--- src/rtl/ctl3w_pkg.sv ---
package ctl3w_pkg;

    localparam int BYTE_W    = 8;
    localparam int FN_W      = 3;
    localparam int DEV_W     = BYTE_W - FN_W;
    localparam logic [DEV_W-1:0] DEV_ID = 5'b01000;
    localparam int NSTAT     = 2;
    localparam int TONE_W    = 4;
    localparam int TONE_MAX  = 12;
    localparam int TONE_FLAT = 6;
    localparam int VOL_W     = 6;
    localparam int VOL_MAX   = 40;
    localparam int NB_W      = $clog2(BYTE_W + 1);

    typedef enum logic [FN_W-1:0] {
        FN_SRC  = 3'd0,
        FN_LOUD = 3'd1,
        FN_BASS = 3'd2,
        FN_TREB = 3'd3,
        FN_VOLL = 3'd4,
        FN_VOLR = 3'd5,
        FN_MODE = 3'd6,
        FN_READ = 3'd7
    } fn_e;

    typedef enum logic [1:0] {
        MD_STEREO = 2'd0,
        MD_LMONO  = 2'd1,
        MD_RMONO  = 2'd2
    } mode_e;

    typedef struct packed {
        logic              src;
        logic              mute;
        logic              loud;
        logic              wide;
        logic [TONE_W-1:0] bass;
        logic [TONE_W-1:0] treble;
        logic [VOL_W-1:0]  vol_l;
        logic [VOL_W-1:0]  vol_r;
        mode_e             mode;
    } ctl_t;

    typedef struct packed {
        logic              stb;
        fn_e               fn;
        logic [BYTE_W-1:0] dat;
    } wr_t;

    function automatic logic [TONE_W-1:0] sat_tone(input logic [TONE_W-1:0] c);
        return (c > TONE_W'(TONE_MAX)) ? TONE_W'(TONE_MAX) : c;
    endfunction

    function automatic logic [VOL_W-1:0] sat_vol(input logic [VOL_W-1:0] c);
        return (c > VOL_W'(VOL_MAX)) ? VOL_W'(VOL_MAX) : c;
    endfunction

    function automatic ctl_t ctl_reset();
        ctl_t r;
        r.src    = 1'b0;
        r.mute   = 1'b1;
        r.loud   = 1'b0;
        r.wide   = 1'b0;
        r.bass   = TONE_W'(TONE_FLAT);
        r.treble = TONE_W'(TONE_FLAT);
        r.vol_l  = VOL_W'(VOL_MAX);
        r.vol_r  = VOL_W'(VOL_MAX);
        r.mode   = MD_STEREO;
        return r;
    endfunction

endpackage

--- src/rtl/ctl3w_sync.sv ---
module ctl3w_sync #(
    parameter int N      = 3,
    parameter int STAGES = 2
) (
    input  logic         clk,
    input  logic         rst,
    input  logic [N-1:0] d,
    output logic [N-1:0] q
);
    logic [STAGES-1:0][N-1:0] pipe;

    for (genvar s = 0; s < STAGES; s++) begin : g_stage
        if (s == 0) begin : g_first
            always_ff @(posedge clk) begin
                if (rst) pipe[0] <= '1;
                else     pipe[0] <= d;
            end
        end else begin : g_next
            always_ff @(posedge clk) begin
                if (rst) pipe[s] <= '1;
                else     pipe[s] <= pipe[s-1];
            end
        end
    end

    assign q = pipe[STAGES-1];
endmodule

--- src/rtl/ctl3w_frame.sv ---
module ctl3w_frame
    import ctl3w_pkg::*;
#(
    parameter int ID_MIN_CYC = 8
) (
    input  logic             clk,
    input  logic             rst,
    input  logic             bclk_s,
    input  logic             id_s,
    input  logic             dat_s,
    input  logic [NSTAT-1:0] stat_n_s,
    output wr_t              wr_o,
    output logic             pull_o,
    output logic             rd_act_o
);
    localparam int WC_W = $clog2(ID_MIN_CYC + 1);

    typedef enum logic [1:0] {S_IDLE, S_ADDR, S_DATA, S_END} st_e;

    st_e               st;
    logic              clk_q;
    logic [BYTE_W-1:0] shreg;
    logic [NB_W-1:0]   nbits;
    fn_e               fn_q;
    logic [NSTAT-1:0]  stat_q;
    logic              data_ok;
    logic [WC_W-1:0]   wcnt;
    logic              pull;

    logic              rise, fall, drv;
    logic [BYTE_W-1:0] shin;
    logic [NB_W-1:0]   nbits_inc;

    assign rise      = bclk_s & ~clk_q;
    assign fall      = ~bclk_s & clk_q;
    assign shin      = {shreg[BYTE_W-2:0], dat_s};
    assign nbits_inc = (nbits == NB_W'(BYTE_W)) ? nbits : nbits + 1'b1;

    // status bit k travels at bit position k of the MSB-first data byte
    always_comb begin
        drv = 1'b0;
        for (int k = 0; k < NSTAT; k++) begin
            if (nbits == NB_W'(BYTE_W - 1 - k)) drv = ~stat_q[k];
        end
    end

    always_ff @(posedge clk) begin
        if (rst) begin
            st      <= S_IDLE;
            clk_q   <= 1'b1;
            shreg   <= '0;
            nbits   <= '0;
            fn_q    <= FN_SRC;
            stat_q  <= '1;
            data_ok <= 1'b0;
            wcnt    <= '0;
            pull    <= 1'b0;
            wr_o    <= '0;
        end else begin
            clk_q    <= bclk_s;
            wr_o.stb <= 1'b0;
            case (st)
                S_IDLE: begin
                    if (!id_s) begin
                        st    <= S_ADDR;
                        nbits <= '0;
                    end
                end
                S_ADDR: begin
                    if (rise) begin
                        shreg <= shin;
                        nbits <= nbits_inc;
                    end
                    if (id_s) begin
                        if (nbits == NB_W'(BYTE_W) &&
                            shreg[BYTE_W-1:FN_W] == DEV_ID) begin
                            st     <= S_DATA;
                            fn_q   <= fn_e'(shreg[FN_W-1:0]);
                            stat_q <= stat_n_s;
                            nbits  <= '0;
                        end else begin
                            st <= S_IDLE;
                        end
                    end
                end
                S_DATA: begin
                    if (rise) begin
                        shreg <= shin;
                        nbits <= nbits_inc;
                    end
                    if (fall) pull <= (fn_q == FN_READ) && drv;
                    if (!id_s) begin
                        st      <= S_END;
                        wcnt    <= '0;
                        pull    <= 1'b0;
                        data_ok <= (nbits == NB_W'(BYTE_W));
                    end
                end
                S_END: begin
                    if (wcnt != WC_W'(ID_MIN_CYC)) wcnt <= wcnt + 1'b1;
                    if (rise) begin
                        st    <= S_ADDR;
                        shreg <= shin;
                        nbits <= NB_W'(1);
                    end else if (id_s) begin
                        st <= S_IDLE;
                        if (data_ok && wcnt == WC_W'(ID_MIN_CYC)) begin
                            wr_o.stb <= 1'b1;
                            wr_o.fn  <= fn_q;
                            wr_o.dat <= shreg;
                        end
                    end
                end
                default: st <= S_IDLE;
            endcase
        end
    end

    assign pull_o   = pull;
    assign rd_act_o = (st == S_DATA) && (fn_q == FN_READ);
endmodule

--- src/rtl/ctl3w_regs.sv ---
module ctl3w_regs
    import ctl3w_pkg::*;
(
    input  logic clk,
    input  logic rst,
    input  wr_t  wr_i,
    output ctl_t st_o
);
    ctl_t st;

    always_ff @(posedge clk) begin
        if (rst) begin
            st <= ctl_reset();
        end else if (wr_i.stb) begin
            case (wr_i.fn)
                FN_SRC: begin
                    case (wr_i.dat[1:0])
                        2'b00: begin st.src <= 1'b0; st.mute <= 1'b0; end
                        2'b01: begin st.src <= 1'b1; st.mute <= 1'b0; end
                        2'b11: st.mute <= 1'b1;
                        default: ;
                    endcase
                end
                FN_LOUD: begin
                    st.loud <= wr_i.dat[0];
                    st.wide <= wr_i.dat[1];
                end
                FN_BASS: st.bass   <= sat_tone(wr_i.dat[TONE_W-1:0]);
                FN_TREB: st.treble <= sat_tone(wr_i.dat[TONE_W-1:0]);
                FN_VOLL: st.vol_l  <= sat_vol(wr_i.dat[VOL_W-1:0]);
                FN_VOLR: st.vol_r  <= sat_vol(wr_i.dat[VOL_W-1:0]);
                FN_MODE: begin
                    if (wr_i.dat[2]) begin
                        if (wr_i.dat[1])      st.mode <= MD_RMONO;
                        else if (wr_i.dat[0]) st.mode <= MD_STEREO;
                        else                  st.mode <= MD_LMONO;
                    end
                end
                default: ;
            endcase
        end
    end

    assign st_o = st;
endmodule

--- src/rtl/ctl3w_slave.sv ---
module ctl3w_slave
    import ctl3w_pkg::*;
#(
    parameter int ID_MIN_CYC = 8
) (
    input  logic              clk,
    input  logic              rst,
    input  logic              bus_clk_i,
    input  logic              bus_id_i,
    input  logic              bus_dat_i,
    input  logic [NSTAT-1:0]  stat_n_i,
    output logic              bus_dat_low_o,
    output logic              src_o,
    output logic              mute_o,
    output logic              loud_o,
    output logic              wide_o,
    output logic [TONE_W-1:0] bass_o,
    output logic [TONE_W-1:0] treble_o,
    output logic [VOL_W-1:0]  vol_l_o,
    output logic [VOL_W-1:0]  vol_r_o,
    output logic [1:0]        mode_o
);
    localparam int NSYNC = 3 + NSTAT;

    logic [NSYNC-1:0] sync_q;
    wr_t              wr;
    ctl_t             st;
    logic             rd_act;

    ctl3w_sync #(.N(NSYNC), .STAGES(2)) i_sync (
        .clk (clk),
        .rst (rst),
        .d   ({stat_n_i, bus_clk_i, bus_id_i, bus_dat_i}),
        .q   (sync_q)
    );

    ctl3w_frame #(.ID_MIN_CYC(ID_MIN_CYC)) i_frame (
        .clk      (clk),
        .rst      (rst),
        .bclk_s   (sync_q[2]),
        .id_s     (sync_q[1]),
        .dat_s    (sync_q[0]),
        .stat_n_s (sync_q[NSYNC-1:3]),
        .wr_o     (wr),
        .pull_o   (bus_dat_low_o),
        .rd_act_o (rd_act)
    );

    ctl3w_regs i_regs (
        .clk  (clk),
        .rst  (rst),
        .wr_i (wr),
        .st_o (st)
    );

    assign src_o    = st.src;
    assign mute_o   = st.mute;
    assign loud_o   = st.loud;
    assign wide_o   = st.wide;
    assign bass_o   = st.bass;
    assign treble_o = st.treble;
    assign vol_l_o  = st.vol_l;
    assign vol_r_o  = st.vol_r;
    assign mode_o   = st.mode;
endmodule

--- config.mk ---
export PLATFORM = sky130hd
export DESIGN_NAME = ctl3w_slave
export DESIGN_NICKNAME = d
export VERILOG_FILES = /design/src/rtl/ctl3w_pkg.sv /design/src/rtl/ctl3w_sync.sv /design/src/rtl/ctl3w_frame.sv /design/src/rtl/ctl3w_regs.sv /design/src/rtl/ctl3w_slave.sv
export SDC_FILE = /design/constraint.sdc
export NUM_CORES = 1
export LEC_CHECK = 0
export CAP_MARGIN = 10
export CORE_MARGIN = 5
export CORE_UTILIZATION = 40
export DETAILED_ROUTE_END_ITERATION = 8
export SLEW_MARGIN = 20
export SYNTH_ARGS = -nofsm -noshare
export SYNTH_HDL_FRONTEND = slang
export SYNTH_HIERARCHICAL = 1
export SYNTH_SLANG_ARGS = --single-unit
export TNS_END_PERCENT = 10
--- constraint.sdc ---
create_clock -name clk -period 2.2 [get_ports clk]
set_input_delay 0.66 -clock clk [delete_from_list [all_inputs] [get_ports clk]]
set_output_delay 0.66 -clock clk [all_outputs]
set_load 0.005 [all_outputs]
==> Yosys cells after proc, flatten, opt, wreduce, memory -nomap -nowiden <==
Cells that the tools add are included.
{ "op_classes": {"n_bitwise": 9, "n_addsub": 2, "order_cmp": 2, "n_mux": 27, "n_reduce_logical": 28, "n_eq_ne": 25} }
{ "ops": {"columns": ["cell", "count"], "rows": [
  ["2-to-1 mux 4 bit", 8],
  ["AND reduction 2 bit", 9],
  ["case mux 4 bit (4 select lines)", 1],
  ["AND reduction 3 bit", 5],
  ["2-to-1 mux 2 bit", 7],
  ["== test 3 bit, second input constant", 4],
  ["2-to-1 mux 12 bit", 1],
  ["adder 4 x 1 -> 4 bit, second input constant", 2],
  ["== test 4 x 3 -> 1 bit, second input constant", 2],
  ["== test 4 bit, second input constant", 2],
  ["case mux 2 bit (4 select lines)", 1],
  ["case mux 4 bit (2 select lines)", 1],
  ["AND reduction 4 bit", 2],
  ["NOT 1 bit", 7],
  ["== test 2 bit, second input constant", 3],
  ["== test 3 x 2 -> 1 bit, second input constant", 2],
  ["greater-than comparator 6 bit, second input constant", 1],
  ["2-to-1 mux 6 bit", 1],
  ["inequality test 2 x 1 -> 1 bit, second input constant", 3],
  ["inequality test 2 bit, second input constant", 3],
  ["nonzero test 2 bit", 3],
  ["== test 5 x 4 -> 1 bit, second input constant", 1],
  ["2-to-1 mux 1 bit", 5],
  ["== test 2 x 1 -> 1 bit, second input constant", 2],
  ["other kinds (12)", 17]
]} }
{ "word_totals": {"input_bits": 7, "output_inout_bits": 27, "word_cells": 116, "regBits": 74} }

==> Logic depth before layout (Yosys ltp) <==
Gate-level depths: netlist of the first run.
{ "depth": {"depth_word": 6, "ltp_mapped": 7, "depth_no_buf": 6} }

==> Modules after synthesis <==
Netlist of the first run, hierarchy kept.
{ "by_module_without_submodules": {"columns": ["mod", "n_inst", "area_per_inst_um2", "seq_area_each_um2", "cells_per_inst"], "rows": [
  ["ctl3w_frame", 1, 1749.2, 760.7, 187],
  ["ctl3w_regs", 1, 1071.0, 520.5, 119],
  ["ctl3w_sync", 1, 300.3, 200.2, 25]
]} }

==> Worst setup path after synthesis of the first run <==
No wires, ideal clock.
{ "synth_timing": {"kind": "register -> register", "from": "register i_frame.nbits[0]", "to": "register i_frame.stat_q[0]", "n_path_buf": 1, "setup_ns": 0.120, "synth_period_minus_slack_ns": 1.551, "setup_slack_ns": 0.649, "required_time_ns": 2.080, "arrival_ns": 1.431, "path_stages_with_launch": 8, "cell_sequence": "dfxtp_1 inv_1 ha_1 and3b_1 buf_6 nand4_2 nor2_1 a211o_1"} }
{ "synth_via": {"elab_chain_len": 3} }
{ "synth_lines": {"columns": ["element", "line", "text"], "rows": [
  ["start, declared", "ctl3w_frame.sv:23", "logic [NB_W-1:0] nbits;"],
  ["start signal, assigned", "ctl3w_frame.sv:72", "nbits <= nbits_inc;"],
  ["start signal, assigned", "ctl3w_frame.sv:89", "nbits <= nbits_inc;"],
  ["== test 4 bit", "ctl3w_frame.sv:75", "if (nbits == NB_W'(BYTE_W) &&"],
  ["logical AND 1 bit", "ctl3w_frame.sv:75", null],
  ["AND reduction 3 bit (no source line)", null, null],
  ["end signal, assigned", "ctl3w_frame.sv:79", "stat_q <= stat_n_s;"],
  ["end, declared", "ctl3w_frame.sv:25", "logic [NSTAT-1:0] stat_q;"]
]} }
Every way passes these cells.
A chain may end at the register's enable or synchronous reset.

==> Worst setup path after layout of the first run <==
{ "layout_timing": {"from": "register, netlist name i_regs/st_o[18]", "to": "output port bass_o[0]"} }
{ "layout_lines": {"columns": ["element", "line", "text"], "rows": [
  ["end, declared", "ctl3w_slave.sv:17", "output logic [TONE_W-1:0] bass_o,"]
]} }
No word-level cell between the ends.

==> metrics.yaml, run 1 <==
fin_tns_setup_ns: 0
slew_violations: 0
finalWeightedCongestion: 0.755
die_y_um: 97.3
fmaxAchievable_mhz: 535
cts_buffers: 9
seq_area_um2: 1440
antenna_cells: 0
drive_gt1_share_pct: 10.1
min_period_ns: 1.87
track_usage_pct: 13.4
clk_path_buf_depth: 2
power_mw: 2.32
final_cell_mix: "dfxtp_1, nand2_1, clkdlybuf4s50_1"
ctsHoldBuffers: 0
grt_pass1_wl_mm: 10.5
setup_viol: 0
outcome: "completed"
synth_warnings: 6
hold_viol_final: 0
die_area_um2: 9470
wl_mm: 5.95
fillers: 697
postPlaceCellArea_um2: 3400
layout.nets: 363
syn_area_per_cell_um2: 9.41
hpwl_mm: 4.28
root_buffer: "clkbuf_8"
postCtsSetupBuffers: 0
power_density_nw_per_um2: 650
io_buffer_count: 33
grt_pass1_vias: 2175
hold_class: "flop to flop"
final_common_cell: "dfxtp_1"
postRouteAntennaNets: 0
skew_ns: 0.0121
clock_sinks: 72
wl_per_cell_um: 13.1
path_buf_inv: 1
irDropWorstVdd_mv: 0.475
switching_share_pct: 23.6
worst_path_largest_cell_delay_ns: 0.51
worst_slew_pin_slew_ns: 0.505
timing.slew.headroom_pct: 66.2
p_int_mw: 1.78
min_period_over_period_pct: 84.9
multiInputGateArea_um2: 1440
cts.reportedPaths.clkPinSlew_ns: 0.08
vias: 2272
syn-num-nets: 336
die_w_um: 97.3
ios: 34
viasPerCell: 4.99
cp.arrival_ns: 1.21
cp-start-kind: "flop"
cts_resized: 0
grt_overflow: 0
cp_max_fo: 2
drtIter0Drc: 113
areaGrowthSynthToFinish_pct: 17.4
hold_ws_ns: 0.402
synth_area_um2: 3050
slowest_stage: "clkdlybuf4s50_1"
required_ns: 1.54
critical_path.cell_chain: "clkdlybuf4s50_1"
synth_cells: 324
switching_power_mw: 0.548
crit_type: "flop to primary output"
pwr-share-clk_pct: 40.9
htreeDepth: 3
antenna_found_initial: 0
drc_errors: 0
core_um2: 7330
grt_max_degree: 23
maxCapViolCount: 0
clk_latency_ns: 0.35
rows: 31
cpLargestDelayFamily: "buffers and inverters"
rsz0062_at_grt: "false"
p_leak_nw: 1.32
final_area_um2: 3580
dr.pass1.iters: 4
seqPwrFrac_pct: 56.7
initial_core_util_pct: 41.6
cts_tree: "built"
end_kind: "primary output"
combinationalPowerShare_pct: 2.5
power groups by stage:
stage	registers (mW)	clock network, mW	logic, mW
after floorplan	1.34	0	0.0435
after global placement	1.35	0	0.0584
after detailed placement	1.35	0	0.0584
after CTS	1.32	0.989	0.0586
after global routing	1.32	1.06	0.0638
final	1.32	0.950	0.0575
per-stage QoR:
step / util [%] / setup WS (ns) / cells
final: 48.8 / 0.331 / 455
after global routing: 48.8 / 0.273 / 455
after CTS: 48.8 / 0.304 / 455
after detailed placement: 46.4 / 0.486 / 439
after global placement: 46.4 / 0.508 / 439
after floorplan: - / 0.649 / 324
layout make-up:
| type | instances | area share (%) |
|---|---|---|
| clock inverter | 6 | 1.19 |
| inverter | 9 | 0.944 |
| multi-input combinational | 221 | 40.1 |
| sequential | 72 | 40.3 |
| tap | 99 | 3.46 |
| timing repair buffer | 38 | 10.1 |
| clock buffer | 10 | 3.85 |
state kept, by name (all words and copies together) (netlist names), named ones only:
register,cells
i_sync/q,5
i_frame/fn_q,3
i_frame/st,1
i_frame/wr_o,10
i_frame/clk_q,1
i_frame/wcnt,4
i_sync/pipe,5
i_frame/nbits,4
i_frame/pull_o,1
i_frame/shreg,8
i_frame/stat_q,2
i_frame/data_ok,1
i_regs/st_o,26
metal layers:
metal	GRT usage [%]	share of wire (%)
met2	20.1	45
met3	4.31	3.7
met4	4.79	1.2
met5	0	0
met1	18.2	50
path summary, 6_finish.rpt:
check / end / cells after the start / slack, ns / startpoint
worst min register to register: i_sync/q[0] / 1 / 0.40 / i_sync/pipe[0]
worst max register to register: i_frame/nbits[1] / 6 / 0.47 / i_frame/nbits[0]
worst max-delay path: bass_o[0] / 1 / 0.33 / i_regs/st_o[18]
worst min-delay path: i_sync/q[0] / 1 / 0.40 / i_sync/pipe[0]
Power figures use the tool's default switching activity.
==> run 2, diff against run 1 <==
==> constraint.sdc (replaced) <==
create_clock -name clk -period 2 [get_ports clk]
set_input_delay 0.6 -clock clk [delete_from_list [all_inputs] [get_ports clk]]
set_output_delay 0.6 -clock clk [all_outputs]
set_load 0.005 [all_outputs]
==> run 2 against run 1 <==
Setup slack lost 0.13 ns; core utilization up 0.14 points; sequential share of layout area is 0.11 points lower; critical path depth is the same; non-clock buffer count increased by 1; critical endpoint is now vol_r_o[1]; wire length up 0.50%; highest routed layer unchanged; cell count up 0.22%.
==> metrics.yaml, run 2 (synthesis results as in run 1) <==
outcome: "completed"  # unchanged
path_depth: 1  # unchanged
rows: 31  # unchanged
areaGrowthSynthToFinish_pct: 17.7  # was 17.4%
finalWeightedCongestion: 0.827  # was 0.755
endpoint: "vol_r_o[1]"  # was bass_o[0]
cp.arrival_ns: 1.19  # was 1.21 ns
irDropWorstVdd_mv: 0.457  # was 0.475 mV
critical_path.cell_chain: "clkdlybuf4s50_1"  # unchanged
grt_max_degree: 27  # was 23
cts_buffers: 9  # unchanged
required_ns: 1.40  # was 1.54 ns
cts_tree: "built"  # unchanged
core_um2: 7330  # unchanged
skew_ns: 0.0121  # about the same
ctsHoldBuffers: 0  # unchanged
rrSetupSlack_ns: 0.28  # was 0.47 ns
clk_path_buf_depth: 2  # unchanged
die_y_um: 97.3  # unchanged
grt_pass1_vias: 2099  # was 2175
drive_gt1_share_pct: 10.1  # about the same
initial_core_util_pct: 41.6  # unchanged
fillers: 689  # was 697
die_area_um2: 9470  # unchanged
setup_viol: 0  # unchanged
wl_per_cell_um: 13.1  # about the same
cp-start-kind: "flop"  # unchanged
crit_type: "flop to primary output"  # unchanged
ios: 34  # unchanged
path_buf_inv: 1  # unchanged
htreeDepth: 3  # unchanged
cp_max_fo: 2  # unchanged
rsz0062_at_grt: "false"  # unchanged
crit-reg2reg-capture: "i_frame/stat_q[0]"  # was i_frame/nbits[1]
drtIter0Drc: 179  # was 113
hpwl_mm: 4.27  # was 4.28 mm
root_buffer: "clkbuf_8"  # unchanged
r2r_cells: 5  # was 6
slew_violations: 0  # unchanged
slowest_stage: "clkdlybuf4s50_1"  # unchanged
fin_tns_setup_ns: 0  # unchanged
clock_sinks: 72  # unchanged
cts_resized: 0  # unchanged
p_leak_nw: 1.33  # was 1.32 nW
io_buffer_count: 33  # unchanged
power_mw: 2.55  # was 2.32 mW
drc_errors: 0  # unchanged
fmaxAchievable_mhz: 557
worst_slew_pin_slew_ns: 0.482  # was 0.505 ns
track_usage_pct: 13.1  # was 13.4%
cts.reportedPaths.clkPinSlew_ns: 0.08  # about the same
viasPerCell: 4.99  # about the same
antenna_found_initial: 0  # unchanged
grt_overflow: 0  # unchanged
critPathLaunch: "i_regs/st_o[3]"  # was i_regs/st_o[18]
antenna_cells: 0  # unchanged
die_w_um: 97.3  # unchanged
worst_path_largest_cell_delay_ns: 0.51  # about the same
cpLargestDelayFamily: "buffers and inverters"  # unchanged
hold_class: "flop to flop"  # unchanged
dr.pass1.iters: 4  # unchanged
postCtsSetupBuffers: 0  # unchanged
clk_latency_ns: 0.34  # was 0.35 ns
maxCapViolCount: 0  # unchanged
vias: 2277  # was 2272
power_density_nw_per_um2: 711  # was 650 nW/um^2
timing.slew.headroom_pct: 67.6  # was 66.2%
end_kind: "primary output"  # unchanged
largest_reg_flops: 26  # unchanged
postRouteAntennaNets: 0  # unchanged
min_period_ns: 1.79
grt_pass1_wl_mm: 10.3  # was 10.5 mm
final_cell_mix: "dfxtp_1, nand2_1, clkdlybuf4s50_1"  # unchanged
min_period_over_period_pct: 89.7
wl_mm: 5.98  # was 5.95 mm
hold_viol_final: 0  # unchanged
layout.nets: 364  # was 363
final_common_cell: "dfxtp_1"  # unchanged
r2r_start: "i_frame/nbits[0]"  # unchanged
==> run 2: worst min-delay path by stage <==
stage | startpoint | cells past startpoint | to
final | i_sync/pipe[3] | 1 | i_sync/q[3]
after global routing | i_sync/pipe[1] | 1 | i_sync/q[1]
after CTS | i_sync/pipe[3] | 1 | i_sync/q[3]
after detailed placement | i_sync/pipe[3] | 1 | i_sync/q[3]
after global placement | i_sync/pipe[3] | 1 | i_sync/q[3]
after floorplan | i_sync/pipe[0] | 1 | i_sync/q[0]
==> run 2: layer usage <==
metal / share of wire (%) / global-route usage, %
met5: 0 / 0
met4: 0.74 / 3.94
met3: 4.2 / 3.73
met2: 45 / 19.7
met1: 50 / 18.2
==> run 2: through the flow <==
stage | cell area (um^2) | setup slack, ns | hold slack [ns] | instances | util [%]
finish | 3590 | 0.205 | 0.407 | 456 | 49.0
global route | 3590 | 0.135 | 0.428 | 456 | 49.0
CTS | 3590 | 0.177 | 0.408 | 456 | 49.0
detailed placement | 3410 | 0.306 | 0.389 | 440 | 46.5
global placement | 3410 | 0.365 | 0.387 | 440 | 46.5
floorplan | 3050 | 0.449 | 0.383 | 324 | -
==> run 2: area by class of cell <==
type | count | area, um^2 | share of cell area (%)
flip-flops and latches | 72 | 1440 | 40.2
repair buffers | 39 | 370 | 10.3
clock buffers | 11 | 141 | 3.94
well taps | 99 | 124 | 3.45
inverters | 9 | 33.8 | 0.941
clock inverters | 5 | 41.3 | 1.15
multi-input cells | 221 | 1440 | 40.0
==> run 2: power breakdown <==
part | internal [mW] | total, mW | switching (mW)
Clock | 0.493 | 1.04 | 0.545
Sequential | 1.44 | 1.45 | 0.00622
Combinational | 0.0258 | 0.0641 | 0.0383
Total | 1.96 | 2.55 | 0.589
